==> src/rtl/tos_pkg.sv <==
package tos_pkg;

    localparam int CTRL_W      = 32;
    localparam int DMA_SEL_BIT = 3;
    localparam int MODE_LSB    = 4;
    localparam int MODE_W      = 3;
    localparam int TIN_SEL_BIT = 7;

    localparam logic [CTRL_W-1:0] CTRL_MASK =
        (CTRL_W'(1) << DMA_SEL_BIT) |
        (CTRL_W'((1 << MODE_W) - 1) << MODE_LSB) |
        (CTRL_W'(1) << TIN_SEL_BIT);

    // Trigger source encoding; the numeric values are decoded by slaves' software.
    typedef enum logic [MODE_W-1:0] {
        TRG_SWUPD   = 3'd0,
        TRG_CNTEN   = 3'd1,
        TRG_UPDATE  = 3'd2,
        TRG_CC1PULS = 3'd3,
        TRG_REF1    = 3'd4,
        TRG_REF2    = 3'd5,
        TRG_REF3    = 3'd6,
        TRG_REF4    = 3'd7
    } trg_mode_e;

    typedef struct packed {
        logic      tin_xor;
        trg_mode_e mode;
        logic      dma_on_upd;
    } ctrl_t;

endpackage

==> src/rtl/tos_ctrl_reg.sv <==
module tos_ctrl_reg
    import tos_pkg::*;
(
    input  logic              clk,
    input  logic              rst_n,
    input  logic              wr_en,
    input  logic [CTRL_W-1:0] wdata,
    output ctrl_t             ctrl,
    output logic [CTRL_W-1:0] rdata
);

    typedef struct packed {
        ctrl_t ctrl;
    } state_t;

    state_t st_d, st_q;
    logic   unused_wbits;

    assign unused_wbits = ^(wdata & ~CTRL_MASK);

    always_comb begin
        st_d = st_q;
        if (wr_en) begin
            st_d.ctrl.dma_on_upd = wdata[DMA_SEL_BIT];
            st_d.ctrl.mode       = trg_mode_e'(wdata[MODE_LSB +: MODE_W]);
            st_d.ctrl.tin_xor    = wdata[TIN_SEL_BIT];
        end
    end

    always_ff @(posedge clk) begin
        if (!rst_n) begin
            st_q <= '0;
        end else begin
            st_q <= st_d;
        end
    end

    always_comb begin
        rdata                         = '0;
        rdata[DMA_SEL_BIT]            = st_q.ctrl.dma_on_upd;
        rdata[MODE_LSB +: MODE_W]     = st_q.ctrl.mode;
        rdata[TIN_SEL_BIT]            = st_q.ctrl.tin_xor;
    end

    assign ctrl = st_q.ctrl;

endmodule

==> src/rtl/tos_trig_mux.sv <==
module tos_trig_mux
    import tos_pkg::*;
#(
    parameter int NUM_REF = 4
) (
    input  logic               clk,
    input  logic               rst_n,
    input  trg_mode_e          mode,
    input  logic               ev_swupd,
    input  logic               ev_slv_rst,
    input  logic               ev_update,
    input  logic               cnt_en_bit,
    input  logic               gated_mode,
    input  logic               trig_in,
    input  logic               cc1_evt,
    input  logic [NUM_REF-1:0] oc_ref,
    output logic               trig_out
);

    localparam int REF_IDX_W = (NUM_REF > 1) ? $clog2(NUM_REF) : 1;

    typedef struct packed {
        logic trig;
        logic slv_dly;
    } state_t;

    state_t            st_d, st_q;
    logic              cnt_en;
    logic [MODE_W-1:0] ref_ofs;
    logic [REF_IDX_W-1:0] ref_idx;

    // Counter enable as seen by the slaves: gated by the trigger input in gated mode.
    assign cnt_en  = cnt_en_bit & (trig_in | ~gated_mode);
    assign ref_ofs = MODE_W'(mode) - MODE_W'(TRG_REF1);
    assign ref_idx = ref_ofs[REF_IDX_W-1:0];

    always_comb begin
        st_d         = st_q;
        // The slave-triggered reset is seen one stage later than a software pulse.
        st_d.slv_dly = ev_slv_rst;
        unique case (mode)
            TRG_SWUPD:   st_d.trig = ev_swupd | st_q.slv_dly;
            TRG_CNTEN:   st_d.trig = cnt_en;
            TRG_UPDATE:  st_d.trig = ev_update;
            TRG_CC1PULS: st_d.trig = cc1_evt;
            default:     st_d.trig = oc_ref[ref_idx];
        endcase
    end

    always_ff @(posedge clk) begin
        if (!rst_n) begin
            st_q <= '0;
        end else begin
            st_q <= st_d;
        end
    end

    assign trig_out = st_q.trig;

endmodule

==> src/rtl/tos_dma_route.sv <==
module tos_dma_route #(
    parameter int NUM_CH = 4
) (
    input  logic              clk,
    input  logic              rst_n,
    input  logic              on_update,
    input  logic              ev_update,
    input  logic [NUM_CH-1:0] cc_event,
    output logic [NUM_CH-1:0] dma_req
);

    typedef struct packed {
        logic [NUM_CH-1:0] req;
    } state_t;

    state_t st_d, st_q;

    for (genvar ch = 0; ch < NUM_CH; ch++) begin : g_ch
        always_comb begin
            st_d.req[ch] = on_update ? ev_update : cc_event[ch];
        end
    end

    always_ff @(posedge clk) begin
        if (!rst_n) begin
            st_q <= '0;
        end else begin
            st_q <= st_d;
        end
    end

    assign dma_req = st_q.req;

endmodule

==> src/rtl/tos_tin_cond.sv <==
module tos_tin_cond #(
    parameter int NUM_XOR = 3
) (
    input  logic               clk,
    input  logic               rst_n,
    input  logic               use_xor,
    input  logic [NUM_XOR-1:0] pins,
    output logic               tin
);

    typedef struct packed {
        logic tin;
    } state_t;

    state_t st_d, st_q;

    always_comb begin
        st_d     = st_q;
        st_d.tin = use_xor ? ^pins : pins[0];
    end

    always_ff @(posedge clk) begin
        if (!rst_n) begin
            st_q <= '0;
        end else begin
            st_q <= st_d;
        end
    end

    assign tin = st_q.tin;

endmodule

==> src/rtl/trig_out_sel.sv <==
module trig_out_sel
    import tos_pkg::*;
#(
    parameter int NUM_CH  = 4,
    parameter int NUM_XOR = 3
) (
    input  logic               clk,
    input  logic               rst_n,
    input  logic               reg_wr_en,
    input  logic [CTRL_W-1:0]  reg_wdata,
    output logic [CTRL_W-1:0]  reg_rdata,
    input  logic               ev_swupd,
    input  logic               ev_slv_rst,
    input  logic               ev_update,
    input  logic               cnt_en_bit,
    input  logic               gated_mode,
    input  logic               trig_in,
    input  logic [NUM_CH-1:0]  cc_event,
    input  logic [NUM_CH-1:0]  oc_ref,
    input  logic [NUM_XOR-1:0] ch_pin,
    output logic               trig_out,
    output logic [NUM_CH-1:0]  dma_req,
    output logic               tin1
);

    ctrl_t ctrl;

    tos_ctrl_reg i_ctrl (
        .clk   (clk),
        .rst_n (rst_n),
        .wr_en (reg_wr_en),
        .wdata (reg_wdata),
        .ctrl  (ctrl),
        .rdata (reg_rdata)
    );

    tos_trig_mux #(.NUM_REF(NUM_CH)) i_trig (
        .clk        (clk),
        .rst_n      (rst_n),
        .mode       (ctrl.mode),
        .ev_swupd   (ev_swupd),
        .ev_slv_rst (ev_slv_rst),
        .ev_update  (ev_update),
        .cnt_en_bit (cnt_en_bit),
        .gated_mode (gated_mode),
        .trig_in    (trig_in),
        .cc1_evt    (cc_event[0]),
        .oc_ref     (oc_ref),
        .trig_out   (trig_out)
    );

    tos_dma_route #(.NUM_CH(NUM_CH)) i_dma (
        .clk       (clk),
        .rst_n     (rst_n),
        .on_update (ctrl.dma_on_upd),
        .ev_update (ev_update),
        .cc_event  (cc_event),
        .dma_req   (dma_req)
    );

    tos_tin_cond #(.NUM_XOR(NUM_XOR)) i_tin (
        .clk     (clk),
        .rst_n   (rst_n),
        .use_xor (ctrl.tin_xor),
        .pins    (ch_pin),
        .tin     (tin1)
    );

endmodule

==> config.mk <==
export PLATFORM = sky130hd
export DESIGN_NAME = trig_out_sel
export DESIGN_NICKNAME = d
export VERILOG_FILES = /design/src/rtl/tos_pkg.sv /design/src/rtl/tos_ctrl_reg.sv /design/src/rtl/tos_trig_mux.sv /design/src/rtl/tos_dma_route.sv /design/src/rtl/tos_tin_cond.sv /design/src/rtl/trig_out_sel.sv
export SDC_FILE = /design/constraint.sdc
export NUM_CORES = 1
export LEC_CHECK = 0
export BUFFER_PORTS_ARGS = -buffer_cell sky130_fd_sc_hd__buf_2
export CORE_ASPECT_RATIO = 0.5
export CORE_MARGIN = 5
export CORE_UTILIZATION = 29
export CTS_CLUSTER_DIAMETER = 60
export CTS_CLUSTER_SIZE = 20
export DETAILED_ROUTE_END_ITERATION = 7
export GPL_ROUTABILITY_DRIVEN = 0
export MAX_ROUTING_LAYER = met4
export PLACE_DENSITY_LB_ADDON = 0.12
export REMOVE_ABC_BUFFERS = 1
export SYNTH_ARGS = -nofsm -noshare
export SYNTH_HDL_FRONTEND = slang
export SYNTH_HIERARCHICAL = 1
export SYNTH_SLANG_ARGS = --single-unit
==> constraint.sdc <==
create_clock -name clk -period 1.2 [get_ports clk]
set_clock_uncertainty 0.2 [all_clocks]
set_input_delay 0.24 -clock clk [delete_from_list [all_inputs] [get_ports clk]]
set_output_delay 0.24 -clock clk [all_outputs]
set_load 0.02 [all_outputs]
After elaboration in Yosys (flattened, before gate mapping)
Cells that the tools add are included.
{"block": "word_totals", "inputBits": 52, "register_bits": 12}
{"block": "op_classes", "mux": 8, "eq_ne": 3, "n_addsub": 1, "order_cmp": 1, "n_reduce_logical": 2, "n_bitwise": 4}
{"op": "$eq 3x2->1 const B", "count": 2}
{"op": "$mux 1", "count": 6}
{"op": "$pmux 1 s4", "count": 1}
{"op": "$eq 3x1->1 const B", "count": 1}
{"op": "$logic_not 3->1", "count": 1}
{"op": "$lt 2x3->1 const B", "count": 1}
{"op": "$reduce_xor 3->1", "count": 1}
{"op": "$bmux 1 s2", "count": 1}
{"op": "$or 1x1->1", "count": 2}
{"op": "$sub 2x1->2 const B", "count": 1}
{"op": "$and 1x1->1", "count": 1}
{"op": "$not 1->1", "count": 1}

Longest topological paths before layout
{"block": "depth", "depth_word": 4, "depth_mapped": 4, "depth_no_buf": 3}

By module
Netlist, hierarchy kept.
{"module": "tos_ctrl_reg", "cells_per_inst": 49, "area_per_inst_um2": 436.7, "n_inst": 1}
{"module": "tos_trig_mux", "cells_per_inst": 16, "area_per_inst_um2": 141.4, "n_inst": 1}
{"module": "tos_dma_route", "cells_per_inst": 13, "area_per_inst_um2": 138.9, "n_inst": 1}
{"module": "tos_tin_cond", "cells_per_inst": 6, "area_per_inst_um2": 52.6, "n_inst": 1}

Worst setup path after synthesis
No wires, ideal clock.
{"block": "synth_timing", "path_type": "register to register", "from": "register i_ctrl.st_q, in the netlist i_ctrl/ctrl[2]", "to": "register i_trig.st_q, in the netlist i_trig/trig_out", "n_path_buf": 1, "synth_period_minus_slack_ns": 1.224, "slack_ns": -0.024, "path_stages_with_launch": 5, "setup_time_ns": 0.118, "arrival_time_ns": 0.906, "cell_sequence": "dfxtp_1 -> clkbuf_2 -> a31oi_2 -> o31ai_1 -> o2111a_1"}
{"block": "synth_via", "elab_chain_cells": 4}
{"element": "start: declaration", "line": "tos_ctrl_reg.sv:16", "source": "state_t st_d, st_q;"}
{"element": "start signal: assignment", "line": "tos_ctrl_reg.sv:34", "source": "st_q <= st_d;"}
{"element": "$sub 2x1->2", "line": "tos_trig_mux.sv:34", "source": "assign ref_ofs = MODE_W'(mode) - MODE_W'(TRG_REF1);"}
{"element": "$bmux 1 s2", "line": "tos_trig_mux.sv:46", "source": "default: st_d.trig = oc_ref[ref_idx];"}
{"element": "$mux 1 (implied by the code)", "line": "tos_trig_mux.sv:46"}
{"element": "$pmux 1 s4 (*)", "line": "tos_trig_mux.sv:41", "source": "unique case (mode)"}
{"element": "end signal: assignment", "line": "tos_trig_mux.sv:54", "source": "st_q <= st_d;"}
{"element": "end: declaration", "line": "tos_trig_mux.sv:27", "source": "state_t st_d, st_q;"}
Mark *: on every way between the ends. The rest lies on a longest branch, timed or not. The select of a mux whose other input is x is not followed.
A chain may end at the register's enable or synchronous reset.

Worst setup path after layout
{"block": "layout_timing", "from": "register i_ctrl.st_q, in the netlist i_ctrl/ctrl[2]", "to": "output reg_rdata[5]"}
{"element": "end: declaration", "line": "trig_out_sel.sv:11", "source": "output logic [CTRL_W-1:0] reg_rdata,"}
No word-level cell between the ends.

==> flow_summary.yaml <==
synthesis:
  syn_avg_cell_area_sq_um: 9.16
  ys_ff_latch: 12
  synth_largest_area_cell: "dfxtp_1"
  seq_area_frac_synth: 0.312
  yosysWarnings: 6
  synth_top_area_frac: 0.312
  synth_area_leaders: "dfxtp_1 31%, buf_4 31%, mux2i_1 10%"
  postSynthCellCount: 84
  synthDistinctLibCells: 18
  syn_area_sq_um: 769
sta:
  clock.fmax_mhz: 823
  final_max_slew_viol_count: 0
  rsz0062_at_grt: "true"
  fin_crit_sh: 1.01
  setup_viol: 1
  fin_hold_ws_ns: 0.0553
  fin_crit_ns: 1.21
  final.setup.worst_slack_ns: -0.0145
  hold_viol_final: 0
global_routing:
  grt_max_degree: 14
  grt_overflow: 0
  antenna_found_initial: 0
  grt_pass1_wl_mm: 2.13
  grt_pass1_vias: 540
  grt_usage: 0.0707
die:
  core_sq_um: 2570
  ios: 90
  initial_core_util: 0.299
  dieArea_sq_um: 3850
  num_rows: 13
  die_w_microns: 82.8
  fp.dieH_microns: 46.4
hold_path:
  min_from: "ch_pin[0]"
  hold_end: "i_tin/tin$_SDFF_PN0_"
  hold_class: "in -> reg"
  min_path_cells: 3
critical_path:
  criticalPathCategory: "reg -> out"
  cp.arrival_ns: 0.77
  cp_slowest_cell: "dfxtp_4"
  crit_chain: "buf_6"
  path_buf_inv: 1
  regToRegSetupSlack_ns: 0.03
  rr_worst_depth: 3
  cp-end-kind: "output port"
  crit_fanout: 8
  crit_path_start_kind: "flip-flop"
  cp.required_ns: 0.76
  worst_r2r_endpoint: "i_trig/trig_out$_SDFF_PN0_"
  cpPeakStageDelay_ns: 0.40
  r2r_start: "i_ctrl/ctrl[2]$_SDFFE_PN0P_"
  cp_top_family: "flip-flops"
routing:
  drtPass1Iterations: 4
  drt_iter0_drc: 2
  post_drt_wl_per_cell_microns: 9.44
  ant_nets: 0
  wirelength_mm: 1.45
  dr_total_vias: 560
  post-route-drc-count: 0
  routed_via_density: 3.64
cts:
  cts_root_buf: "clkbuf_8"
  clk_pin_slew_ns: 0.05
  htreeDepth: 1
  cts_buffer_depth: 2
  cts_tree: "built"
  numClockSinks: 12
  cts_buffers: 3
  clk_latency_ns: 0.24
pwr:
  power.leakage_uw: 0.000489
  peakVddDrop_mv: 0.411
  p_per_area_nw_per_um2: 1200
cells_and_area:
  fin_cells: 154
  final_nets: 170
  antenna_cells: 0
  area_growth_pct: 23.7
  drive_gt1_frac: 0.393
place:
  dp_cells: 148
  io_buffer_count: 35
  dp_hpwl_mm: 1.19
status:
  status: "finished with violations"
  failed_checks: "negative setup slack"
job:
  cap_viol_max_count: 0
[Yosys cell counts]
cell	count
nor2b_1	7
buf_4	32
o31ai_1	1
a31oi_2	1
dfxtp_1	12
a21boi_1	4
xor2_1	1
and2_1	1
mux2i_1	8
nand2_1	4
nand3_1	1
nor3_1	2
o2111a_1	1
clkbuf_2	1
nand2b_1	5
buf_6	1
nand3b_1	1
conb_1	1
[final cells by class]
class / instances / area, sq um
fill: 280 / 1620
multi-input combinational: 64 / 375
sequential: 12 / 255
timing repair buffer: 37 / 220
clock buffer: 4 / 55.1
tap: 37 / 46.3
[registers in the layout, summed over array words and instances, names as in the netlist]
signal / cells
i_ctrl/ctrl: 5
i_trig/st_q: 1
i_tin/tin: 1
i_dma/dma_req: 4
i_trig/trig_out: 1
[how the worst max path moves through the flow]
stage	from	cells after the start	to	slack, ns
finish	i_ctrl/ctrl[2]$_SDFFE_PN0P_	1	reg_rdata[5]	-0.01
CTS	i_ctrl/ctrl[2]$_SDFFE_PN0P_	1	reg_rdata[5]	-0.02
global route	i_ctrl/ctrl[2]$_SDFFE_PN0P_	1	reg_rdata[5]	-0.04
detailed placement	i_ctrl/ctrl[2]$_SDFFE_PN0P_	3	i_trig/trig_out$_SDFF_PN0_	-0.07
floorplan	i_ctrl/ctrl[2]$_SDFFE_PN0P_	3	i_trig/trig_out$_SDFF_PN0_	-0.11
global placement	i_ctrl/ctrl[2]$_SDFFE_PN0P_	3	i_trig/trig_out$_SDFF_PN0_	-0.09
[what timing repair did]
item,CTS,global route
buffers inserted,0,1
endpoints found under the setup margin,5,6
hold endpoints to repair,1,0
gates resized for setup,15,3
hold buffers,1,0
[power breakdown]
part / switching, uW / internal, uW
Sequential: 20.0 / 423
Combinational: 160 / 98.2
Clock: 148 / 290
[layer usage]
metal,share of wire,GRT usage
met1,0.40,0.0778
met2,0.50,0.127
met3,0.098,0.0286
met4,0,0.00977
met5,0,-
[kinds of logic after synthesis]
group                     synth area share
buffers and inverters                0.333
and+or+nand+nor                      0.154
DFF                                  0.312
muxes                                0.104
AOI/OAI and AO/OA                   0.0797
xor gates and xnor gates            0.0114
other                              0.00487
[per-stage QoR]
stage / setup slack (ns) / power, uW / util / cell area, sq um / setup TNS (ns)
4_1_cts: -0.0157 / 1140 / 0.363 / 933 / -0.0157
6_report: -0.0145 / 1140 / 0.370 / 952 / -0.0145
3_3_place_gp: -0.0879 / 695 / 0.324 / 832 / -0.0879
2_1_floorplan: -0.113 / 611 / - / 611 / -0.113
3_5_place_dp: -0.0747 / 694 / 0.324 / 832 / -0.0747
5_1_grt: -0.0399 / 1190 / 0.370 / 952 / -0.0788
[cells in the final DEF, fill, tap and decap left out]
cell type / synthesis / layout
a21boi_1: 4 / 4
a31oi_2: 1 / 1
and2_1: 1 / 1
buf_2: 0 / 30
buf_4: 32 / 2
buf_6: 1 / 4
clkbuf_8: 0 / 4
conb_1: 1 / 27
dfxtp_1: 12 / 8
dfxtp_4: 0 / 4
dlygate4sd3_1: 0 / 1
mux2i_1: 8 / 8
nand2_1: 4 / 4
nand2b_1: 5 / 5
nand3_1: 1 / 1
nand3b_1: 1 / 1
nor2b_1: 7 / 7
nor3_1: 2 / 1
nor3_2: 0 / 1
o2111a_1: 1 / 1
o31ai_1: 1 / 1
xor2_1: 1 / 1
Power figures use the tool's default switching activity.
